File: src/rtl/bank_pkg.sv
package bank_pkg;
  localparam int QUAD_W  = 2;
  localparam int BLOCK_W = 3;
  localparam int SEL_W   = 3;

  typedef logic [BLOCK_W-1:0] block_t;
  typedef logic [SEL_W-1:0]   sel_t;
  typedef logic [QUAD_W-1:0]  quad_t;

  // Quadrant-to-block table for the eight fixed configurations.
  function automatic block_t quad_block(input sel_t sel, input quad_t q);
    block_t b;
    b = {1'b0, q};
    case (sel)
      3'd0: b = {1'b0, q};
      3'd1: b = (q == 2'd3) ? 3'd7 : {1'b0, q};
      3'd2: b = {1'b1, q};
      3'd3: begin
        if (q == 2'd1)      b = 3'd3;
        else if (q == 2'd3) b = 3'd7;
        else                b = {1'b0, q};
      end
      default: b = (q == 2'd1) ? {1'b1, sel[1:0]} : {1'b0, q};
    endcase
    return b;
  endfunction
endpackage

File: src/rtl/bank_rst_sync.sv
module bank_rst_sync #(
  parameter int STAGES = 2
) (
  input  logic clk,
  input  logic rst_n,
  output logic rst_sync_n
);
  logic [STAGES-1:0] chain_q;
  logic [STAGES-1:0] chain_d;

  always_comb chain_d = {chain_q[STAGES-2:0], 1'b1};

  always_ff @(posedge clk or negedge rst_n) begin
    if (!rst_n) chain_q <= '0;
    else        chain_q <= chain_d;
  end

  assign rst_sync_n = chain_q[STAGES-1];
endmodule

File: src/rtl/bank_cfg_reg.sv
module bank_cfg_reg
  import bank_pkg::*;
#(
  parameter int          ADDR_W  = 16,
  parameter int          DATA_W  = 8,
  parameter logic [7:0]  PORT_HI = 8'h7F
) (
  input  logic              clk,
  input  logic              rst_n,
  input  logic [ADDR_W-1:0] cpu_addr,
  input  logic              io_wr,
  input  logic [DATA_W-1:0] data_in,
  output sel_t              sel_q
);
  localparam int HI_W = ADDR_W - 8;

  logic port_hit;
  logic tag_ok;
  logic load_en;
  sel_t sel_d;

  always_comb begin
    port_hit = (cpu_addr[ADDR_W-1 -: HI_W] == PORT_HI[HI_W-1:0]);
    tag_ok   = (data_in[DATA_W-1 -: 2] == 2'b11);
    load_en  = io_wr && port_hit && tag_ok;
    sel_d    = data_in[SEL_W-1:0];
  end

  always_ff @(posedge clk or negedge rst_n) begin
    if (!rst_n)       sel_q <= '0;
    else if (load_en) sel_q <= sel_d;
  end

  // accepted write loads the low data bits
  a_r2_load: assert property (@(posedge clk) disable iff (!rst_n)
    (io_wr && cpu_addr[ADDR_W-1 -: HI_W] == PORT_HI[HI_W-1:0] && data_in[DATA_W-1 -: 2] == 2'b11)
      |=> sel_q == $past(data_in[SEL_W-1:0]));

  // other port numbers do not touch the configuration
  a_r3_wrong_port: assert property (@(posedge clk) disable iff (!rst_n)
    (io_wr && cpu_addr[ADDR_W-1 -: HI_W] != PORT_HI[HI_W-1:0]) |=> $stable(sel_q));

  // a bad tag in the top data bits is ignored
  a_r4_bad_tag: assert property (@(posedge clk) disable iff (!rst_n)
    (io_wr && data_in[DATA_W-1 -: 2] != 2'b11) |=> $stable(sel_q));

  // no change without a strobe
  a_r1_hold: assert property (@(posedge clk) disable iff (!rst_n)
    !io_wr |=> $stable(sel_q));
endmodule

File: src/rtl/bank_map.sv
module bank_map
  import bank_pkg::*;
#(
  parameter int NQUAD = 4
) (
  input  sel_t   sel,
  output block_t blocks [NQUAD]
);
  for (genvar q = 0; q < NQUAD; q++) begin : g_quad
    always_comb blocks[q] = quad_block(sel, quad_t'(q));
  end
endmodule

File: src/rtl/bank_xlate.sv
module bank_xlate
  import bank_pkg::*;
#(
  parameter int ADDR_W = 16,
  parameter int NQUAD  = 4
) (
  input  logic [ADDR_W-1:0]         cpu_addr,
  input  block_t                    blocks [NQUAD],
  input  logic [ADDR_W-1:0]         vid_addr,
  output logic [ADDR_W+BLOCK_W-QUAD_W-1:0] cpu_phys,
  output logic [ADDR_W+BLOCK_W-QUAD_W:0]   vid_phys
);
  localparam int OFFS_W = ADDR_W - QUAD_W;
  localparam int VPAD_W = BLOCK_W - QUAD_W;

  quad_t  quad;
  block_t blk;

  always_comb begin
    quad     = cpu_addr[ADDR_W-1 -: QUAD_W];
    blk      = blocks[quad];
    cpu_phys = {blk, cpu_addr[OFFS_W-1:0]};
    vid_phys = {{VPAD_W{1'b0}}, 1'b0, vid_addr};
  end
endmodule

File: src/rtl/bank_mapper.sv
module bank_mapper
  import bank_pkg::*;
#(
  parameter int         ADDR_W  = 16,
  parameter int         DATA_W  = 8,
  parameter logic [7:0] PORT_HI = 8'h7F,
  parameter int         SYNC_ST = 2
) (
  input  logic                 clk,
  input  logic                 rst_n,
  input  logic [ADDR_W-1:0]    cpu_addr,
  input  logic                 io_wr,
  input  logic [DATA_W-1:0]    data_in,
  input  logic [ADDR_W-1:0]    vid_addr,
  output logic [ADDR_W:0]      cpu_phys,
  output logic [ADDR_W:0]      vid_phys
);
  localparam int NQUAD = 1 << QUAD_W;

  logic   rst_sync_n;
  sel_t   sel_q;
  block_t blocks [NQUAD];
  logic [ADDR_W+BLOCK_W-QUAD_W-1:0] cpu_full;
  logic [ADDR_W+BLOCK_W-QUAD_W:0]   vid_full;

  bank_rst_sync #(.STAGES(SYNC_ST)) u_rst (
    .clk(clk), .rst_n(rst_n), .rst_sync_n(rst_sync_n));

  bank_cfg_reg #(.ADDR_W(ADDR_W), .DATA_W(DATA_W), .PORT_HI(PORT_HI)) u_cfg (
    .clk(clk), .rst_n(rst_sync_n), .cpu_addr(cpu_addr), .io_wr(io_wr),
    .data_in(data_in), .sel_q(sel_q));

  bank_map #(.NQUAD(NQUAD)) u_map (.sel(sel_q), .blocks(blocks));

  bank_xlate #(.ADDR_W(ADDR_W), .NQUAD(NQUAD)) u_xl (
    .cpu_addr(cpu_addr), .blocks(blocks), .vid_addr(vid_addr),
    .cpu_phys(cpu_full), .vid_phys(vid_full));

  assign cpu_phys = cpu_full[ADDR_W:0];
  assign vid_phys = vid_full[ADDR_W:0];

  // default map is identity
  a_r1_default: assert property (@(posedge clk) disable iff (!rst_sync_n)
    sel_q == 3'd0 |-> cpu_phys[ADDR_W:ADDR_W-2] == {1'b0, cpu_addr[ADDR_W-1 -: 2]});
  // top quadrant shows the last expansion block
  a_r5_top_ext: assert property (@(posedge clk) disable iff (!rst_sync_n)
    (sel_q == 3'd1 && cpu_addr[ADDR_W-1 -: 2] == 2'd3) |-> cpu_phys[ADDR_W:ADDR_W-2] == 3'd7);
  // full swap reaches only the expansion bank
  a_r6_full_swap: assert property (@(posedge clk) disable iff (!rst_sync_n)
    sel_q == 3'd2 |-> cpu_phys[ADDR_W]);
  // base top block aliased into quadrant 1
  a_r7_alias: assert property (@(posedge clk) disable iff (!rst_sync_n)
    (sel_q == 3'd3 && cpu_addr[ADDR_W-1 -: 2] == 2'd1) |-> cpu_phys[ADDR_W:ADDR_W-2] == 3'd3);
  // window configurations only move quadrant 1
  a_r8_window: assert property (@(posedge clk) disable iff (!rst_sync_n)
    (sel_q[2] && cpu_addr[ADDR_W-1 -: 2] != 2'd1) |-> !cpu_phys[ADDR_W]);
  // offset passes through
  a_r9_offset: assert property (@(posedge clk) disable iff (!rst_sync_n)
    cpu_phys[ADDR_W-3:0] == cpu_addr[ADDR_W-3:0]);
  // video never reaches the expansion bank
  a_r10_video: assert property (@(posedge clk) disable iff (!rst_sync_n)
    !vid_phys[ADDR_W]);
endmodule

File: config.mk
export PLATFORM = sky130hd
export DESIGN_NAME = bank_mapper
export DESIGN_NICKNAME = d
export VERILOG_FILES = /design/src/rtl/bank_pkg.sv /design/src/rtl/bank_rst_sync.sv /design/src/rtl/bank_cfg_reg.sv /design/src/rtl/bank_map.sv /design/src/rtl/bank_xlate.sv /design/src/rtl/bank_mapper.sv
export SDC_FILE = /design/constraint.sdc
export NUM_CORES = 1
export LEC_CHECK = 0
export BUFFER_PORTS_ARGS = -buffer_cell sky130_fd_sc_hd__buf_4
export CORE_ASPECT_RATIO = 1.2
export CORE_MARGIN = 2
export CORE_UTILIZATION = 26
export CTS_BUF_LIST = sky130_fd_sc_hd__clkbuf_4 sky130_fd_sc_hd__clkbuf_8
export CTS_CLUSTER_SIZE = 14
export DETAILED_ROUTE_END_ITERATION = 7
export PLACE_DENSITY = 0.78
export SYNTH_ARGS = -nofsm -noshare
export SYNTH_HDL_FRONTEND = slang
export SYNTH_SLANG_ARGS = --single-unit
File: constraint.sdc
create_clock -name clk -period 0.8 [get_ports clk]
set_input_delay 0.08 -clock clk [delete_from_list [all_inputs] [get_ports clk]]
set_output_delay 0.08 -clock clk [all_outputs]
set_load 0.01 [all_outputs]
==> results.rst <==
.. list-table::
   :header-rows: 1

   * - Metric
     - Value
   * - Post-layout worst setup margin
     - -0.430 ns
   * - Yosys top cell area share
     - 48.9%
   * - Number of enable-type register cells in the synthesized netlist
     - 0
   * - Number of endpoints failing setup at the final stage
     - 6
   * - Slowest Stage Delay on Critical Path
     - 0.40 ns
   * - WL met1
     - 295 um
   * - Clock-pin slew reported for the worst setup and hold paths after clock tree synthesis
     - 0.05 ns
   * - Share of layout cells above drive strength 1
     - 62.3%
   * - Area of all placed cells without fillers
     - 526 um^2
   * - Detailed Place HPWL
     - 739 um
   * - Setup TNS after final layout
     - -1.12 ns
   * - Worst path cell trace
     - nand2b_1 -> o21ai_1 -> a22o_1 -> buf_6
   * - Fill cell instance count of the final layout
     - 191
   * - Net count of the finished layout
     - 97
   * - Worst skew pair latency
     - 0.24 ns
   * - Count of nets left with antenna violations after detail routing
     - 0
   * - RSZ-0062 raised after global routing
     - true
   * - Total global-route track usage
     - 8.55%
   * - Register-to-Register Path Depth
     - 1
   * - #FFs+latches synth
     - 5
   * - Most instantiated library cell after synthesis
     - buf_4
   * - TritonCTS clock tree
     - done
   * - Worst supply voltage drop on vdd
     - 0.000721 V
   * - Initial core utilization
     - 28.3%
   * - Count of buffers inserted at the top-level ports
     - 24
   * - Topmost layer with routed signal wires
     - met4
   * - Fraction of registers with async set/reset
     - 100%
   * - Aggregate routed wire length
     - 913 um
   * - Antenna diode count
     - 0
   * - Leak Pwr
     - 0.000270 uW
   * - XOR/XNOR share of the synthesized area
     - 0%
   * - Average via count per standard cell
     - 4.44
   * - First-pass DRT Iterations
     - 4
   * - Initial antenna violation count
     - 0
   * - Final Hold Viols
     - 0
   * - Vias after detailed routing
     - 315
   * - First-pass GRT wire length
     - 1350 um
   * - Total Die Area
     - 0.00219 mm^2
   * - Leading area contributor after synthesis
     - buf_4
   * - Placeable Area
     - 0.00168 mm^2
   * - Met3 wire length
     - 160 um
   * - Total length of routed met2 wires
     - 430 um
   * - CTS Root Buffer Type
     - clkbuf_4
   * - Area contributors post-synth
     - buf_4, dfrtp_1, mux2_1, nor3_2, a22o_1
   * - Sort of element at the start of the critical path
     - flop
   * - Final hold slack
     - 0.0376 ns
   * - Most instantiated flip-flop cell in the synthesis netlist
     - dfrtp_1
   * - Layout-stage area growth over the synthesis result
     - 10.5%
   * - Most instantiated cells after synthesis
     - buf_4, dfrtp_1, mux2_1, conb_1, nand2_1
   * - Synthesized cell area
     - 475 um^2
   * - Path category of the worst min-delay check
     - flop to asynchronous set/reset pin
   * - Max frequency
     - 0.813 GHz
   * - Data arrival time of the critical path
     - 1.15 ns
   * - Number of pins with negative max-slew slack in the final report
     - 0
   * - Via count of the first global-routing pass
     - 336
   * - Number of I/O pins
     - 77
   * - Power Dens Cells
     - 1420 mW/mm^2
   * - Data required time at the worst endpoint
     - 0.72 ns
   * - Max Root-Sink Buffers
     - 2
   * - Vert. Die Dim
     - 50.8 um
   * - Status
     - finished, violations left
   * - Fraction of the mapped netlist area in adder cells
     - 0%
   * - Post-synthesis share of cell area spent on and, or, nand and nor gates
     - 10.0%
   * - Critical Setup Path Class
     - flop to output pin
   * - Slowest library cell on the worst path
     - dfrtp_1
   * - Violations in the final reports
     - setup timing
   * - Mux cell area share after synthesis
     - 7.11%
   * - Compound-gate portion of the synthesized area
     - 6.05%
   * - Leftover overflow at the end of global routing
     - 0
   * - Drt wl/cell
     - 12.9 um
   * - TritonCTS Buffers
     - 3
   * - Placer Congestion
     - 0.681
   * - Core utilization of the finished layout
     - 31.3%
   * - Synthesis Warnings
     - 0
   * - Post-route fraction of the period consumed by the critical path
     - 154%
   * - Proportion of synthesized chip area in sequential cells
     - 26.3%
   * - # H-tree levels
     - 1
   * - Largest family of logic cells by synthesized area
     - buffers and inverters
   * - DRC violation count after routing
     - 0
   * - Synth Instances
     - 53
   * - Drt initial violations
     - 5
   * - Clock sink total
     - 5
   * - Count of distinct cell types in the synthesized netlist
     - 15
   * - Floorplan die width
     - 43.0 um
   * - Time the worst path needs with I/O delays and setup
     - 1.23 ns
   * - Net count of the mapped netlist
     - 96
   * - Reported max-cap violation count
     - 0
   * - Critical path fanouts, max
     - 4
   * - Crit. End Element
     - output pin
   * - DP Area
     - 460 um^2
   * - Syn avg cell area
     - 8.97 um^2
   * - Maximum number of pins on one net before global-route repair
     - 5
   * - # rows
     - 16
   * - Worst setup skew after layout
     - 0.00175 ns
[layout make-up]
cell class	instances	area (um^2)	share of cell area, %
multi-input cells	17	131	25.0
flip-flops and latches	5	125	23.8
repair buffers	27	216	41.2
clock buffers	4	30.0	5.71
well taps	18	22.5	4.29
[cell usage in the layout, fill, tap and decap left out]
cell type,count
o21a_1,1
dlygate4sd3_1,1
buf_4,23
dfrtp_1,5
nand2b_1,1
nand4b_1,1
nand4_1,1
nor2_1,1
o21bai_1,1
nand3_1,1
nand2_1,2
conb_1,2
mux2_4,2
clkbuf_4,4
buf_6,3
mux2_1,1
a22o_1,1
o21ai_1,1
nor3_4,1
[state kept, by name, summed over array words and instances, names as in the netlist]
register and count:
u_rst.chain_q 2, u_cfg.sel_q 3
[stage by stage]
step | instances | total power (uW) | worst slack, ns
CTS | 71 | 757 | -0.424
finish | 71 | 744 | -0.430
global route | 71 | 784 | -0.486
detailed placement | 66 | 407 | -0.290
floorplan | 53 | 447 | -0.0940
global placement | 66 | 403 | -0.260
[path summary, 6_finish.rpt]
| path | from | to | slack [ns] |
|---|---|---|---|
| worst max-delay path | u_cfg.sel_q[2] | cpu_phys[16] | -0.43 |
| worst min-delay path | u_rst.chain_q[1] | u_cfg.sel_q[0] | 0.04 |
| worst max register to register | u_cfg.sel_q[2] | u_cfg.sel_q[2] | -0.01 |
| worst min register to register | u_rst.chain_q[1] | u_cfg.sel_q[0] | 0.04 |
| max in group asynchronous | rst_n | u_rst.chain_q[1] | 0.55 |
| min in group clk | data_in[2] | u_cfg.sel_q[2] | 0.05 |
[power by group]
group          internal, uW  switching, uW  leakage (uW)
registers               261           5.61     0.0000651
clock network           223            108     0.0000184
logic                  95.5           51.0      0.000186
total                   579            164      0.000270
[cells by family after synthesis]
kind of cell | after synthesis
flops | 5
other cells | 2
simple gates | 8
mux | 3
compound gates | 4
buf+inv | 31
[metal layers]
layer | vias up | global-route usage [%]
met3 | 8 | 4.95
met4 | 0 | 6.57
met1 | 137 | 8.32
met5 | - | 0
met2 | 31 | 13.1
li1 | 139 | -
[repair_timing]
item,4_1_cts,5_1_grt
setup buffers,0,0
endpoints found under the hold margin,2,0
hold buffers,1,0
setup endpoints to repair,6,6
resized for setup,3,3
pin swaps,1,0
[worst max-delay path: cells and delay by family (launching register included)]
| kind | cells | cell delay (ns) |
|---|---|---|
| flops | 1 | 0.40 |
| simple gates | 1 | 0.11 |
| compound gates | 2 | 0.27 |
| buf+inv | 1 | 0.12 |
Power figures use the tool's default switching activity.
